`config.mk`:
```
export PLATFORM = sky130hd
export DESIGN_NAME = wload_unit
export DESIGN_NICKNAME = d
export VERILOG_FILES = /design/src/rtl/wload_pkg.sv /design/src/rtl/wload_decode.sv /design/src/rtl/wload_agu.sv /design/src/rtl/wload_bswap.sv /design/src/rtl/wload_ctrl.sv /design/src/rtl/wload_unit.sv
export SDC_FILE = /design/constraint.sdc
export NUM_CORES = 1
export LEC_CHECK = 0
export CORE_AREA = 8 8 142 144
export DETAILED_ROUTE_END_ITERATION = 16
export DIE_AREA = 0 0 150 152
export PLACE_DENSITY_LB_ADDON = 0.08
export SLEW_MARGIN = 40
export SYNTH_ARGS = -nofsm -noshare
export SYNTH_HDL_FRONTEND = slang
export SYNTH_SLANG_ARGS = --single-unit
```
`constraint.sdc`:
```
create_clock -name clk -period 4.3 [get_ports clk]
set_input_delay 0.645 -clock clk [delete_from_list [all_inputs] [get_ports clk]]
set_output_delay 0.645 -clock clk [all_outputs]
set_load 0.005 [all_outputs]
```
`src/rtl/wload_pkg.sv`:
```
package wload_pkg;
  localparam int unsigned INSN_W  = 32;
  localparam int unsigned RIDX_W  = 5;
  localparam int unsigned DISP_W  = 16;
  localparam logic [5:0] OPC_DISP  = 6'd32;
  localparam logic [5:0] OPC_DISPU = 6'd33;
  localparam logic [5:0] OPC_EXT   = 6'd31;
  localparam logic [9:0] XOP_IDX   = 10'd23;
  localparam logic [9:0] XOP_IDXU  = 10'd55;

  typedef enum logic [1:0] {ST_IDLE, ST_DEC, ST_REQ, ST_RESP} ld_state_e;

  typedef struct packed {
    logic [RIDX_W-1:0] rt;
    logic [RIDX_W-1:0] ra;
    logic [RIDX_W-1:0] rb;
    logic [DISP_W-1:0] disp;
    logic              upd;
    logic              disp_form;
    logic              zero_base;
    logic              bad;
  } ld_dec_t;
endpackage

```
`src/rtl/wload_decode.sv`:
```
module wload_decode
  import wload_pkg::*;
(
  input  logic [INSN_W-1:0] word,
  output ld_dec_t           dec
);
  logic [5:0] opcd;
  logic [9:0] xop;
  logic is_disp, is_dispu, is_idx, is_idxu, known, upd;

  assign opcd     = word[31:26];
  assign xop      = word[10:1];
  assign is_disp  = (opcd == OPC_DISP);
  assign is_dispu = (opcd == OPC_DISPU);
  assign is_idx   = (opcd == OPC_EXT) && (xop == XOP_IDX);
  assign is_idxu  = (opcd == OPC_EXT) && (xop == XOP_IDXU);
  assign known    = is_disp | is_dispu | is_idx | is_idxu;
  assign upd      = is_dispu | is_idxu;

  always_comb begin
    dec.rt        = word[25:21];
    dec.ra        = word[20:16];
    dec.rb        = word[15:11];
    dec.disp      = word[15:0];
    dec.upd       = upd;
    dec.disp_form = is_disp | is_dispu;
    dec.zero_base = (is_disp | is_idx) && (word[20:16] == '0);
    dec.bad       = !known || (upd && ((word[20:16] == '0) ||
                                       (word[20:16] == word[25:21])));
  end
endmodule

```
`src/rtl/wload_agu.sv`:
```
module wload_agu #(
  parameter int unsigned XLEN   = 64,
  parameter int unsigned AW     = 32,
  parameter int unsigned DISP_W = 16
) (
  input  logic              zero_base,
  input  logic              disp_form,
  input  logic [DISP_W-1:0] disp,
  input  logic [XLEN-1:0]   base_val,
  input  logic [XLEN-1:0]   idx_val,
  output logic [AW-1:0]     ea
);
  logic [XLEN-1:0] base, offs, sum;

  assign base = zero_base ? '0 : base_val;
  assign offs = disp_form ? {{(XLEN-DISP_W){disp[DISP_W-1]}}, disp} : idx_val;
  assign sum  = base + offs;
  assign ea   = sum[AW-1:0];
endmodule

```
`src/rtl/wload_bswap.sv`:
```
module wload_bswap #(
  parameter int unsigned DW = 32
) (
  input  logic [DW-1:0] lanes,
  output logic [DW-1:0] word
);
  localparam int unsigned NB = DW / 8;

  for (genvar i = 0; i < NB; i++) begin : g_lane
    assign word[(NB-1-i)*8 +: 8] = lanes[i*8 +: 8];
  end
endmodule

```
`src/rtl/wload_ctrl.sv`:
```
module wload_ctrl
  import wload_pkg::*;
#(
  parameter int unsigned XLEN = 64,
  parameter int unsigned AW   = 32,
  parameter int unsigned LD_W = 32
) (
  input  logic              clk,
  input  logic              rst,
  input  logic              ins_valid,
  input  logic [INSN_W-1:0] ins_word,
  output logic              ins_ready,
  output logic [INSN_W-1:0] insn_q,
  input  ld_dec_t           dec,
  input  logic [AW-1:0]     ea_next,
  output logic              mem_req_valid,
  input  logic              mem_req_ready,
  output logic [AW-1:0]     mem_req_addr,
  input  logic              mem_rsp_valid,
  input  logic [LD_W-1:0]   load_word,
  output logic              wb_d_en,
  output logic [RIDX_W-1:0] wb_d_idx,
  output logic [XLEN-1:0]   wb_d_data,
  output logic              wb_u_en,
  output logic [RIDX_W-1:0] wb_u_idx,
  output logic [XLEN-1:0]   wb_u_data,
  output logic              bad_form,
  output logic              done
);
  ld_state_e         state;
  logic [AW-1:0]     ea_q;
  logic [RIDX_W-1:0] rt_q, ra_q;
  logic              upd_q, bad_q, done_q;

  always_ff @(posedge clk) begin
    if (rst) begin
      state  <= ST_IDLE;
      insn_q <= '0;
      ea_q   <= '0;
      rt_q   <= '0;
      ra_q   <= '0;
      upd_q  <= 1'b0;
      bad_q  <= 1'b0;
      done_q <= 1'b0;
    end else begin
      bad_q  <= 1'b0;
      done_q <= 1'b0;
      case (state)
        ST_IDLE: if (ins_valid) begin
          insn_q <= ins_word;
          state  <= ST_DEC;
        end
        ST_DEC: if (dec.bad) begin
          bad_q <= 1'b1;
          state <= ST_IDLE;
        end else begin
          ea_q  <= ea_next;
          rt_q  <= dec.rt;
          ra_q  <= dec.ra;
          upd_q <= dec.upd;
          state <= ST_REQ;
        end
        ST_REQ:  if (mem_req_ready) state <= ST_RESP;
        ST_RESP: if (mem_rsp_valid) begin
          done_q <= 1'b1;
          state  <= ST_IDLE;
        end
        default: state <= ST_IDLE;
      endcase
    end
  end

  assign ins_ready     = (state == ST_IDLE);
  assign mem_req_valid = (state == ST_REQ);
  assign mem_req_addr  = ea_q;
  assign wb_d_en       = (state == ST_RESP) && mem_rsp_valid;
  assign wb_d_idx      = rt_q;
  assign wb_d_data     = {{(XLEN-LD_W){1'b0}}, load_word};
  assign wb_u_en       = wb_d_en && upd_q;
  assign wb_u_idx      = ra_q;
  assign wb_u_data     = {{(XLEN-AW){1'b0}}, ea_q};
  assign bad_form      = bad_q;
  assign done          = done_q;


  req_hold_chk: assert property (@(posedge clk) disable iff (rst)
    (mem_req_valid && !mem_req_ready) |=> (mem_req_valid && $stable(mem_req_addr)));


  bad_quiet_chk: assert property (@(posedge clk) disable iff (rst)
    bad_form |-> (!mem_req_valid && !wb_d_en && !wb_u_en));


  done_after_wb_chk: assert property (@(posedge clk) disable iff (rst)
    done |-> $past(wb_d_en));


  upd_pair_chk: assert property (@(posedge clk) disable iff (rst)
    wb_u_en |-> (wb_d_en && (wb_u_idx != wb_d_idx) && (wb_u_idx != '0)));
endmodule

```
`src/rtl/wload_unit.sv`:
```
module wload_unit
  import wload_pkg::*;
#(
  parameter int unsigned XLEN = 64,
  parameter int unsigned AW   = 32,
  parameter int unsigned LD_W = 32
) (
  input  logic              clk,
  input  logic              rst,
  input  logic              ins_valid,
  output logic              ins_ready,
  input  logic [31:0]       ins_word,
  output logic [4:0]        rf_a_idx,
  input  logic [XLEN-1:0]   rf_a_data,
  output logic [4:0]        rf_b_idx,
  input  logic [XLEN-1:0]   rf_b_data,
  output logic              mem_req_valid,
  input  logic              mem_req_ready,
  output logic [AW-1:0]     mem_req_addr,
  input  logic              mem_rsp_valid,
  input  logic [LD_W-1:0]   mem_rsp_data,
  output logic              wb_d_en,
  output logic [4:0]        wb_d_idx,
  output logic [XLEN-1:0]   wb_d_data,
  output logic              wb_u_en,
  output logic [4:0]        wb_u_idx,
  output logic [XLEN-1:0]   wb_u_data,
  output logic              bad_form,
  output logic              done
);
  logic [INSN_W-1:0] insn_q;
  ld_dec_t           dec;
  logic [AW-1:0]     ea_next;
  logic [LD_W-1:0]   load_word;

  wload_decode u_dec (.word(insn_q), .dec(dec));

  assign rf_a_idx = dec.ra;
  assign rf_b_idx = dec.rb;

  wload_agu #(.XLEN(XLEN), .AW(AW), .DISP_W(DISP_W)) u_agu (
    .zero_base(dec.zero_base), .disp_form(dec.disp_form), .disp(dec.disp),
    .base_val(rf_a_data), .idx_val(rf_b_data), .ea(ea_next));

  wload_bswap #(.DW(LD_W)) u_swap (.lanes(mem_rsp_data), .word(load_word));

  wload_ctrl #(.XLEN(XLEN), .AW(AW), .LD_W(LD_W)) u_ctrl (
    .clk(clk), .rst(rst), .ins_valid(ins_valid), .ins_word(ins_word),
    .ins_ready(ins_ready), .insn_q(insn_q), .dec(dec), .ea_next(ea_next),
    .mem_req_valid(mem_req_valid), .mem_req_ready(mem_req_ready),
    .mem_req_addr(mem_req_addr), .mem_rsp_valid(mem_rsp_valid),
    .load_word(load_word), .wb_d_en(wb_d_en), .wb_d_idx(wb_d_idx),
    .wb_d_data(wb_d_data), .wb_u_en(wb_u_en), .wb_u_idx(wb_u_idx),
    .wb_u_data(wb_u_data), .bad_form(bad_form), .done(done));


  zext_chk: assert property (@(posedge clk) disable iff (rst)
    wb_d_en |-> (wb_d_data[XLEN-1:LD_W] == '0 && wb_d_data[LD_W-1:0] == load_word));


  wb_with_rsp_chk: assert property (@(posedge clk) disable iff (rst)
    wb_d_en |-> (mem_rsp_valid && !mem_req_valid && !ins_ready));
endmodule

```
## Word-level counts from Yosys, hierarchy flattened

Index checks and enable logic that the tools add are counted.

- Add/subtract/negate cells: 1
- Eq/ne operators: 12
- Muxes and demuxes: 9
- Bitwise logic cells: 8
- Reductions and logical operators: 16

Operators with widths:

| kind | count |
|---|---|
| 32-bit two-way mux | 2 |
| 32-bit adder | 1 |
| 6-bit equality test (second input constant) | 2 |
| 10-bit by 5-bit equality test with 1-bit output (second input constant) | 1 |
| 10-bit by 6-bit equality test with 1-bit output (second input constant) | 1 |
| 2-bit two-way mux | 4 |
| 2-bit one-hot mux with 4 select lines | 1 |
| 6-bit by 5-bit equality test with 1-bit output (second input constant) | 1 |
| 1-bit logical AND | 6 |
| 5-bit equality test | 1 |
| 5-bit zero test | 1 |
| 1-bit bitwise OR | 5 |
| 2-bit equality test (second input constant) | 2 |
| 2-bit inequality test (second input constant) | 2 |
| 2-bit AND reduction | 2 |
| 2-bit OR reduction | 2 |
| 1-bit inverter | 3 |
| 3-bit AND reduction | 1 |
| 2-bit by 1-bit equality test with 1-bit output (second input constant) | 1 |
| 2-bit zero test | 1 |
| 1-bit logical OR | 2 |
| 1-bit two-way mux | 2 |
| 2-bit by 1-bit inequality test with 1-bit output (second input constant) | 1 |
| 1-bit zero test | 1 |

- Bits in registers: 79
- Input bits: 197
- Logic and storage cells: 54

## Depth between registers and ports, before layout

Gate-level depths: netlist (run 1).

- Word-level depth: 8
- Gate-level depth with buffers: 16

## Hierarchy

Synthesis (run 1) repeated with hierarchy kept, for this count alone.

- Cell total of the unflattened synthesis: 883
- Area, all modules: 6703.9 um^2

Modules (own cells, without submodules):

| module | instances | cells an instance | area an instance (um^2) | sequential area each (um^2) |
|---|---|---|---|---|
| wload_ctrl | 1 | 477 | 3822.4 | 1581.5 |
| wload_agu | 1 | 313 | 2193.4 | 0.0 |
| wload_decode | 1 | 61 | 447.9 | 0.0 |
| wload_bswap | 1 | 32 | 240.2 | 0.0 |

## Least setup slack after synthesis (run 1)

OpenSTA, ideal clock, no wires.

- Path type: register -> register
- From: register u_ctrl.insn_q[27]
- To: register u_ctrl.ea_q[28], in the netlist u_ctrl.mem_req_addr[28]
- Arrival: 3.261 ns
- Data required time: 4.178 ns
- Path slack: 0.917 ns
- Cell stages (with the launch flop): 15
- Path buffers: 1
- Cells stage by stage: dfxtp_1 > nor4_2 > nand2_1 > o22ai_2 > nand3_1 > clkbuf_1 > and2_1 > ha_1 > nor2b_4 > o31a_1 > o31a_1 > or2_4 > a41oi_2 > a2111oi_1 > a311o_1

- Word-level cells in the longest chain between the ends: 8
- Elaborated cells between the ends (all ways): 19
- Those cells by class: add/sub: 1; eq/ne: 3; mux: 2; bitwise: 6; reduce/logical: 7

RTL lines:

| element | line | RTL |
|---|---|---|
| start, declared | wload_ctrl.sv:13 | `output logic [INSN_W-1:0] insn_q,` |
| start signal, assigned | wload_ctrl.sv:50 | `insn_q <= ins_word;` |
| parallel branches: the longest is 8 deep, another holds 32-bit adder | -- |  |
| end signal, assigned | wload_ctrl.sv:57 | `ea_q <= ea_next;` |
| end, declared | wload_ctrl.sv:31 | `logic [AW-1:0] ea_q;` |

Parallel ways; which one is timed is not known.
A chain may end at the register's enable or synchronous reset.

## Worst setup path in the final report (run 1)

- From: register u_ctrl.insn_q[26]
- To: register u_ctrl.ea_q[19], in the netlist u_ctrl.mem_req_addr[19]

The elaborated chain is that of the path after synthesis.

==> results of run 1 <==
cell type report:
| cell class | count | area, um^2 |
|---|---|---|
| fill | 1886 | 9910 |
| multi-input combinational | 612 | 3670 |
| timing repair buffer | 199 | 1960 |
| sequential | 79 | 1580 |
| tap | 229 | 287 |
| clock buffer | 10 | 239 |
| clock inverter | 6 | 75.1 |
| inverter | 13 | 48.8 |
path summary, 6_finish.rpt:
path                                        start                                   end
setup / recovery   u_ctrl.insn_q[26]$_SDFFE_PP0P_  u_ctrl.mem_req_addr[19]$_SDFFE_PP0P_
hold / removal    u_ctrl.wb_u_idx[0]$_SDFFE_PP0P_       u_ctrl.wb_u_idx[0]$_SDFFE_PP0P_
setup reg to reg   u_ctrl.insn_q[26]$_SDFFE_PP0P_  u_ctrl.mem_req_addr[19]$_SDFFE_PP0P_
hold reg to reg   u_ctrl.wb_u_idx[0]$_SDFFE_PP0P_       u_ctrl.wb_u_idx[0]$_SDFFE_PP0P_
worst max-delay path: cells and delay by family (launching register included):
| kind | cells | cell delay [ns] |
|---|---|---|
| AO/OA/AOI/OAI | 6 | 1.40 |
| flip-flops | 1 | 0.37 |
| buffers and inverters | 1 | 0.22 |
| XOR/XNOR | 1 | 0.30 |
| adder cells (fa/ha/maj) | 1 | 0.32 |
| AND/OR/NAND/NOR | 6 | 1.19 |
per-layer routing:
metal	wire (um)	vias up	part of all wire [%]
met5	0	-	0
met4	137	0	0.70
met3	1520	12	7.8
met2	8490	190	44
met1	9330	2494	48
li1	-	2794	-
cell families (layout without fill, tap and decap cells):
family / after synthesis / count (layout) / synth area share, %
AND/OR/NAND/NOR: 275 / 275 / 21.0
AO/OA/AOI/OAI: 195 / 195 / 20.1
buffers and inverters: 191 / 228 / 20.1
flip-flops: 79 / 79 / 25.2
adder cells (fa/ha/maj): 32 / 32 / 6.50
XOR/XNOR: 28 / 28 / 3.91
multiplexers: 18 / 18 / 3.15
other: 1 / 64 / 0.0598
state kept, by name (all words and copies together), names as in the netlist, named ones only:
register,cells
u_ctrl.done,1
u_ctrl.wb_u_idx,5
u_ctrl.mem_req_addr,32
u_ctrl.state,1
u_ctrl.wb_d_idx,5
u_ctrl.insn_q,32
u_ctrl.upd_q,1
u_ctrl.bad_form,1
stage by stage:
| step | std cells | setup WS (ns) | total power, mW | area (um^2) |
|---|---|---|---|---|
| finish | 1148 | 0.385 | 2.30 | 7870 |
| detailed placement | 1132 | 0.366 | 1.50 | 7550 |
| floorplan | 882 | 0.917 | 1.33 | 6510 |
| global placement | 1132 | 0.431 | 1.50 | 7550 |
| CTS | 1148 | 0.333 | 2.33 | 7870 |
| global route | 1148 | 0.00593 | 2.44 | 7870 |
placed cells by master, fill, tap and decap left out, drive strengths merged, types with 3 or more instances in the layout:
cell type	netlist	layout
xnor2	15	15
o21a	4	4
o31ai	4	4
buf	152	10
o211ai	7	7
nor4b	4	4
a21o	28	28
nor3	7	7
a21oi	95	95
mux2i	4	4
ha	31	31
nand2	153	153
a211oi	4	4
o21ai	22	22
dfxtp	79	79
and2	36	36
a21boi	4	4
clkdlybuf4s50	0	189
xor2	13	13
a31oi	5	5
nor2b	4	4
nor4	3	3
clkbuf	26	10
mux2	14	14
inv	13	16
and3	8	8
nand3	18	18
conb	1	64
a31o	4	4
nand4	6	6
o21bai	3	3
nor2	23	23
synthesized netlist by cell type (2+ instances only):
cell type | number | share of area (%)
sky130_fd_sc_hd__o21ai_1 | 10 | 0.80
sky130_fd_sc_hd__a21boi_1 | 2 | 0.24
sky130_fd_sc_hd__mux2i_1 | 4 | 0.64
sky130_fd_sc_hd__a21o_1 | 28 | 3.4
sky130_fd_sc_hd__clkbuf_1 | 26 | 1.6
sky130_fd_sc_hd__buf_1 | 3 | 0.18
sky130_fd_sc_hd__o21bai_1 | 3 | 0.36
sky130_fd_sc_hd__o31a_1 | 2 | 0.28
sky130_fd_sc_hd__a21boi_0 | 2 | 0.24
sky130_fd_sc_hd__nor3_1 | 7 | 0.56
sky130_fd_sc_hd__xor2_1 | 13 | 1.8
sky130_fd_sc_hd__nor2_1 | 22 | 1.3
sky130_fd_sc_hd__and2_1 | 36 | 3.6
sky130_fd_sc_hd__o31ai_1 | 2 | 0.24
sky130_fd_sc_hd__mux2_2 | 14 | 2.5
sky130_fd_sc_hd__nand4_1 | 6 | 0.60
sky130_fd_sc_hd__o21a_1 | 4 | 0.48
sky130_fd_sc_hd__dfxtp_1 | 79 | 25
sky130_fd_sc_hd__nor2b_1 | 3 | 0.30
sky130_fd_sc_hd__o211ai_1 | 7 | 0.84
sky130_fd_sc_hd__inv_1 | 13 | 0.78
sky130_fd_sc_hd__xnor2_1 | 15 | 2.1
sky130_fd_sc_hd__a211oi_1 | 4 | 0.48
sky130_fd_sc_hd__buf_4 | 142 | 17
sky130_fd_sc_hd__ha_1 | 31 | 6.2
sky130_fd_sc_hd__nand2_1 | 151 | 9.0
sky130_fd_sc_hd__nand3_1 | 18 | 1.4
sky130_fd_sc_hd__a31o_2 | 2 | 0.28
sky130_fd_sc_hd__buf_2 | 7 | 0.56
sky130_fd_sc_hd__and3_1 | 8 | 0.80
sky130_fd_sc_hd__a21oi_1 | 94 | 7.5
sky130_fd_sc_hd__o21ai_0 | 12 | 0.96
sky130_fd_sc_hd__o221ai_1 | 2 | 0.28
sky130_fd_sc_hd__nor4b_1 | 3 | 0.42
sky130_fd_sc_hd__or3_1 | 2 | 0.20
sky130_fd_sc_hd__a31oi_1 | 3 | 0.30
sky130_fd_sc_hd__nor4_1 | 2 | 0.20
report_power, final:
part	total (mW)	leakage [nW]	switching (mW)	internal, mW
sequential	0.785	0.642	0.0259	0.759
combinational	0.701	2.36	0.370	0.332
clock	0.818	0.152	0.342	0.475
total	2.30	3.15	0.738	1.57
==> results.md, run 1 <==
• 0.00627 mm^2 — netlist area before placement
• 19.5 mm — drt total wl
• 179 uV — worst IR drop on VDD
• 29.9 mm — first-pass GRT wire length
• 4.78 — number of vias per cell after detailed routing
• 383 — top-level I/O count
• register — Worst setup EP type
• 1143 — Nets
• 0 — number of buffers inserted by post-CTS setup repair
• 22.2% — met1 layer usage reported by global route
• 91.1% — Period Utilization, post-route
• 9 — total clock buffers created by CTS
• 79 — number of clock sinks
• sky130_fd_sc_hd__dfxtp_1 — Max stage delay cell, worst path
• 0.37 ns — crit-path max cell delay
• 819 — synthesized instance count
• 0 — Ys Warns
• 0.34 ns — source-to-sink clock delay at the later pin of the worst-skew pair
• 0 — Hold Buf Count CTS
• register — category of the worst setup path launch point
• 0 — ant diodes
• done — clock tree from TritonCTS
• 0 — Gates resized, CTS repair
• 16.3% — Total GRT Usage
• 2 — Worst Hold Path Cells
• 3.15 nW — reported leakage power
• 50.7% — worst max-slew margin expressed relative to the limit
• false — unrepaired setup endpoints after global routing
• 0 — GRT Residual Overflow
• 4.14 ns — worst endpoint data arrival time
• 0.0178 mm^2 — Core Area
• 53 — maximum number of pins on one net before global-route repair
• 190 — IO Port Bufs
• 0 — total count of max-transition violations in the final report
• 2 — maximum clock insertion buffer count
• 0.255 GHz — achievable clock frequency
• 44.2% — post-route core utilization
• 25.4% — synth-to-layout area growth
• 0.865 — GP Congestion
• nor4b_1 > nand4_1 > o22ai_2 > nand3_1 > buf_4 > and2_1 > ha_1 > and2_1 > a221oi_1 > o21ai_0 > a21oi_1 > nand2b_1 > a211oi_1 > xor2_1 > o21ai_1 — cells traversed along the worst timing path
• 0.740 ns — slew at the pin closest to its max-slew limit
• register to register — worst hold path type
• 3.83% — met3 layer usage reported by global route
• 5490 — via count
• sky130_fd_sc_hd__dfxtp_1 — most instantiated flip-flop cell in the synthesis netlist
• 7.66 um^2 — synthesized area divided by synthesized cell count
• 4 — TritonRoute pass-1 iters
• 0.0115 ns — clock skew after layout
• 6.64% — layout cells sized above 1
• 150 um — horizontal die dimension
• met2 — gr busiest metal
• 0 — max-capacitance violation count
• 35.3% — initial core utilization
• 0 — total setup violations reported at the end of the flow
• 0% — fraction of registers with async set/reset
• 4.52 ns — data required time of the worst path
• 11 — largest fanout on the critical path
• 152 um — vertical die dimension
• 49 — FP Rows
• 0.456 ns — WHS
• 0.07 ns — post-CTS clock slew at the launch and capture registers of the worst setup and hold paths
• 3.92 ns — Final min period
• 0 ns — setup TNS
• 15.4 mm — Post-DP HPWL
• 3 — number of H-tree levels
• 25.1% — GR met2 Demand/Resource
• completed — run status
• 5500 — number of global-route vias before repair
• 25.2% — sequential element share of the synthesized area
• 15 — number of cells on the worst reg-to-reg path
• 17.0 um — routed length per placed instance
• 0.0228 mm^2 — full die area
• sky130_fd_sc_hd__clkbuf_16 — Clock Root Buffer
• 0 — count of flip-flops with a built-in enable after synthesis
• 0 — number of nets still failing antenna checks after routing
• 0 — antenna violations before repair
• 79 — Yosys reg bits
• register to register — critical path class
• 0 — number of design rule violations left after detail routing
• 0 — Final Hold Vio Count
• 74 — number of unique standard cell types used by synthesis
• 293 mW/mm^2 — areal power density over the cells
• 236 — Starting DRT DRC Count
• 0.38 ns — R2R Setup Slk
• sky130_fd_sc_hd__and2_1 — cell repeated most along the worst path
Power figures use the tool's default switching activity.
==> inputs of run 2 (changes only) <==
--- a/config.mk
+++ b/config.mk
@@ -8,6 +8,7 @@
 export CORE_AREA = 8 8 142 144
 export DETAILED_ROUTE_END_ITERATION = 16
 export DIE_AREA = 0 0 150 152
+export GPL_TIMING_DRIVEN = 0
 export PLACE_DENSITY_LB_ADDON = 0.08
 export SLEW_MARGIN = 40
 export SYNTH_ARGS = -nofsm -noshare
==> run 2 against run 1 <==
  * Fmax fell by 4.3%
  * Clock skew down 0.0013 ns
  * Hold slack better by 0.0012 ns
  * Clock power about the same
  * Final area grew 19%
  * First-iteration DRC count grew 57%
  * Sequential share of layout area decreased by 3.2 points
  * Global-route usage grew 1.6 points
  * Routed wire length is 10% higher
  * Sequential cell count stayed put
  * Power increased by 6.0%
  * Critical path type unchanged
  * Highest routed layer unchanged
==> results.md, run 2 (synthesis gave the netlist of run 1 again) <==
• completed — run status
• 1343 — Nets, +17%
• 0.457 ns — WHS, +0.00115 ns
• 9 — total clock buffers created by CTS, unchanged
• 79 — number of clock sinks, unchanged
• 2 — maximum clock insertion buffer count, unchanged
• 0.34 ns — source-to-sink clock delay at the later pin of the worst-skew pair, about the same
• 261 mW/mm^2 — areal power density over the cells, -11%
• 4.49 ns — data required time of the worst path, -0.03 ns
• 2.44 mW — total power, +6.0%
• 0 — total setup violations reported at the end of the flow, unchanged
• 30.5% — proportion of total power due to net switching, -1.5 points
• 0.885 — GP Congestion, +2.3%
• 10 — largest fanout on the critical path, -1
• 0 — Final Hold Vio Count, unchanged
• 383 — top-level I/O count, unchanged
• 150 um — horizontal die dimension, unchanged
• 0 — ant diodes, unchanged
• 33.5% — clock group share of total power, -2.0 points
• 4.28 ns — worst endpoint data arrival time, +0.14 ns
• 0.06 ns — post-CTS clock slew at the launch and capture registers of the worst setup and hold paths, about the same
• 5 — TritonRoute pass-1 iters, +1
• register to register — worst hold path type
• 371 — Starting DRT DRC Count, +57%
• 1.70 mW — cell-internal power, +8.3%
• 6172 — via count, +12%
• 95.2% — Period Utilization, post-route, +4.1 points
• 0.208 ns — slack of the critical path, -0.177 ns
• 18.3% — layout cells sized above 1, +12 points
• 1333 — number of cells after detailed placement, +18%
• sky130_fd_sc_hd__clkbuf_16 — Clock Root Buffer
• 0 — antenna violations before repair, unchanged
• 49.3% — synth-to-layout area growth
• 21.4 mm — drt total wl, +10%
• 32.2% — part of the power in registers, -1.9 points
• register to register — critical path class
• 4.58 — number of vias per cell after detailed routing, -4.2%
• 1347 — number of non-filler instances in the completed layout, +17%
• 0.745 mW — net switching power, +1.0%
• 3 — number of H-tree levels, unchanged
• 0.0228 mm^2 — full die area, unchanged
• 0.0178 mm^2 — Core Area, unchanged
• 35.3% — initial core utilization, unchanged
• 51.1% — worst max-slew margin expressed relative to the limit, +0.43 points
• 18.1 mm — Post-DP HPWL, +17%
• 0 — number of nets still failing antenna checks after routing, unchanged
• 0 — Hold Buf Count CTS, unchanged
• 49 — FP Rows, unchanged
• 0.0102 ns — clock skew after layout, -0.00133 ns
• 32.6 mm — first-pass GRT wire length, +9.1%
• 152 um — vertical die dimension, unchanged
• 17.9% — Total GRT Usage, +1.6 points
• 4.06 nW — reported leakage power, +29%
• 222 x sky130_fd_sc_hd__clkdlybuf4s50_1, 150 x sky130_fd_sc_hd__nand2_1, 142 x sky130_fd_sc_hd__buf_4, 93 x sky130_fd_sc_hd__a21oi_1, 79 x sky130_fd_sc_hd__dfxtp_1 — commonest cells after routing, fill and taps aside
• register — category of the worst setup path launch point
• 14 — maximum number of pins on one net before global-route repair, -74%
• sky130_fd_sc_hd__clkdlybuf4s50_1 — most common library cell in the layout ignoring fill and taps
• 15.9 um — routed length per placed instance, -6.3%
• register — Worst setup EP type
• 4.09 ns — Final min period, +0.177 ns
• -0.0492 ns — dpl ws, -0.415 ns
• true — unrepaired setup endpoints after global routing
• 0 — max-capacitance violation count, unchanged
• 0.00902 mm^2 — post-detailed-placement cell area, +19%
• 6083 — number of global-route vias before repair, +11%
• 34.3% — portion of total power attributed to combinational logic, +3.9 points
• 0.244 GHz — achievable clock frequency, -4.3%
• 222 — IO Port Bufs, +17%
• done — clock tree from TritonCTS
• 0 — number of design rule violations left after detail routing, unchanged
• 0.00936 mm^2 — post-route design area, +19%
• 0.734 ns — slew at the pin closest to its max-slew limit, -0.00638 ns
• 188 uV — worst IR drop on VDD, +5.4%
• 0 — total count of max-transition violations in the final report, unchanged
• 0 — GRT Residual Overflow, unchanged
==> run 2: cell count changes in the layout (fill, tap and decap cells not counted), sizes merged <==
| cell | previous run | this run |
|---|---|---|
| clkinvlp | 1 | 0 |
| clkbuf | 10 | 35 |
| inv | 16 | 14 |
| buf | 10 | 152 |
| bufinv | 1 | 2 |
| clkdlybuf4s50 | 189 | 222 |
| clkinv | 1 | 2 |
==> run 2: final timing paths <==
path                                    from                              endpoint  slack, ns  depth (start not counted)
max           u_ctrl.insn_q[27]$_SDFFE_PP0P_  u_ctrl.mem_req_addr[18]$_SDFFE_PP0P_       0.21                         15
min          u_ctrl.wb_u_idx[3]$_SDFFE_PP0P_       u_ctrl.wb_u_idx[3]$_SDFFE_PP0P_       0.46                          2
max reg2reg   u_ctrl.insn_q[27]$_SDFFE_PP0P_  u_ctrl.mem_req_addr[18]$_SDFFE_PP0P_       0.21                         15
min reg2reg  u_ctrl.wb_u_idx[3]$_SDFFE_PP0P_       u_ctrl.wb_u_idx[3]$_SDFFE_PP0P_       0.46                          2
==> run 2: power groups by stage <==
stage / clock, mW / combinational [mW] / sequential, mW
2_1_floorplan: 0 / 0.537 / 0.793
3_5_place_dp: 0 / 0.823 / 0.802
3_3_place_gp: 0 / 0.824 / 0.801
5_1_grt: 0.867 / 0.922 / 0.790
6_report: 0.818 / 0.837 / 0.786
4_1_cts: 0.833 / 0.828 / 0.786
==> run 2: metrics by stage <==
step / utilization, % / setup TNS [ns]
floorplan: - / 0
CTS: 52.5 / 0
finish: 52.7 / 0
global placement: 50.7 / -0.0475
global route: 52.7 / -0.0126
detailed placement: 50.7 / -0.0699
==> run 2: per-layer routing <==
layer	share of wire [%]	GRT usage (%)
met5	0	0
met4	1.2	4.38
met3	9.4	4.99
met2	45	29.4
met1	45	22.6
==> run 2: final cells by class <==
type | count | area (um^2)
Buffer | 177 | 1210
Clock buffer | 10 | 229
Clock inverter | 5 | 82.6
Fill cell | 1811 | 8420
Inverter | 13 | 48.8
Multi-Input combinational cell | 612 | 3700
Sequential cell | 79 | 1580
Tap cell | 229 | 287
Timing Repair Buffer | 222 | 2220
==> run 2: critical path, stage by stage, from the launching register on <==
cell and delay, ns:
sky130_fd_sc_hd__dfxtp_1 0.33, sky130_fd_sc_hd__nor4_2 0.34, sky130_fd_sc_hd__nand2_2 0.24, sky130_fd_sc_hd__o22ai_4 0.28
sky130_fd_sc_hd__nand3_1 0.19, sky130_fd_sc_hd__clkbuf_2 0.25, sky130_fd_sc_hd__and2_1 0.20, sky130_fd_sc_hd__ha_1 0.33
sky130_fd_sc_hd__nor2b_4 0.16, sky130_fd_sc_hd__o31a_1 0.28, sky130_fd_sc_hd__o31a_1 0.30, sky130_fd_sc_hd__or2_4 0.29
sky130_fd_sc_hd__a31oi_2 0.25, sky130_fd_sc_hd__o211ai_1 0.15, sky130_fd_sc_hd__mux2i_2 0.26, sky130_fd_sc_hd__a21oi_1 0.10
==> run 2: what timing repair did <==
action,in CTS,in global routing
endpoints found under the setup margin,2,16
resized for setup,1,10
setup buffers,0,0
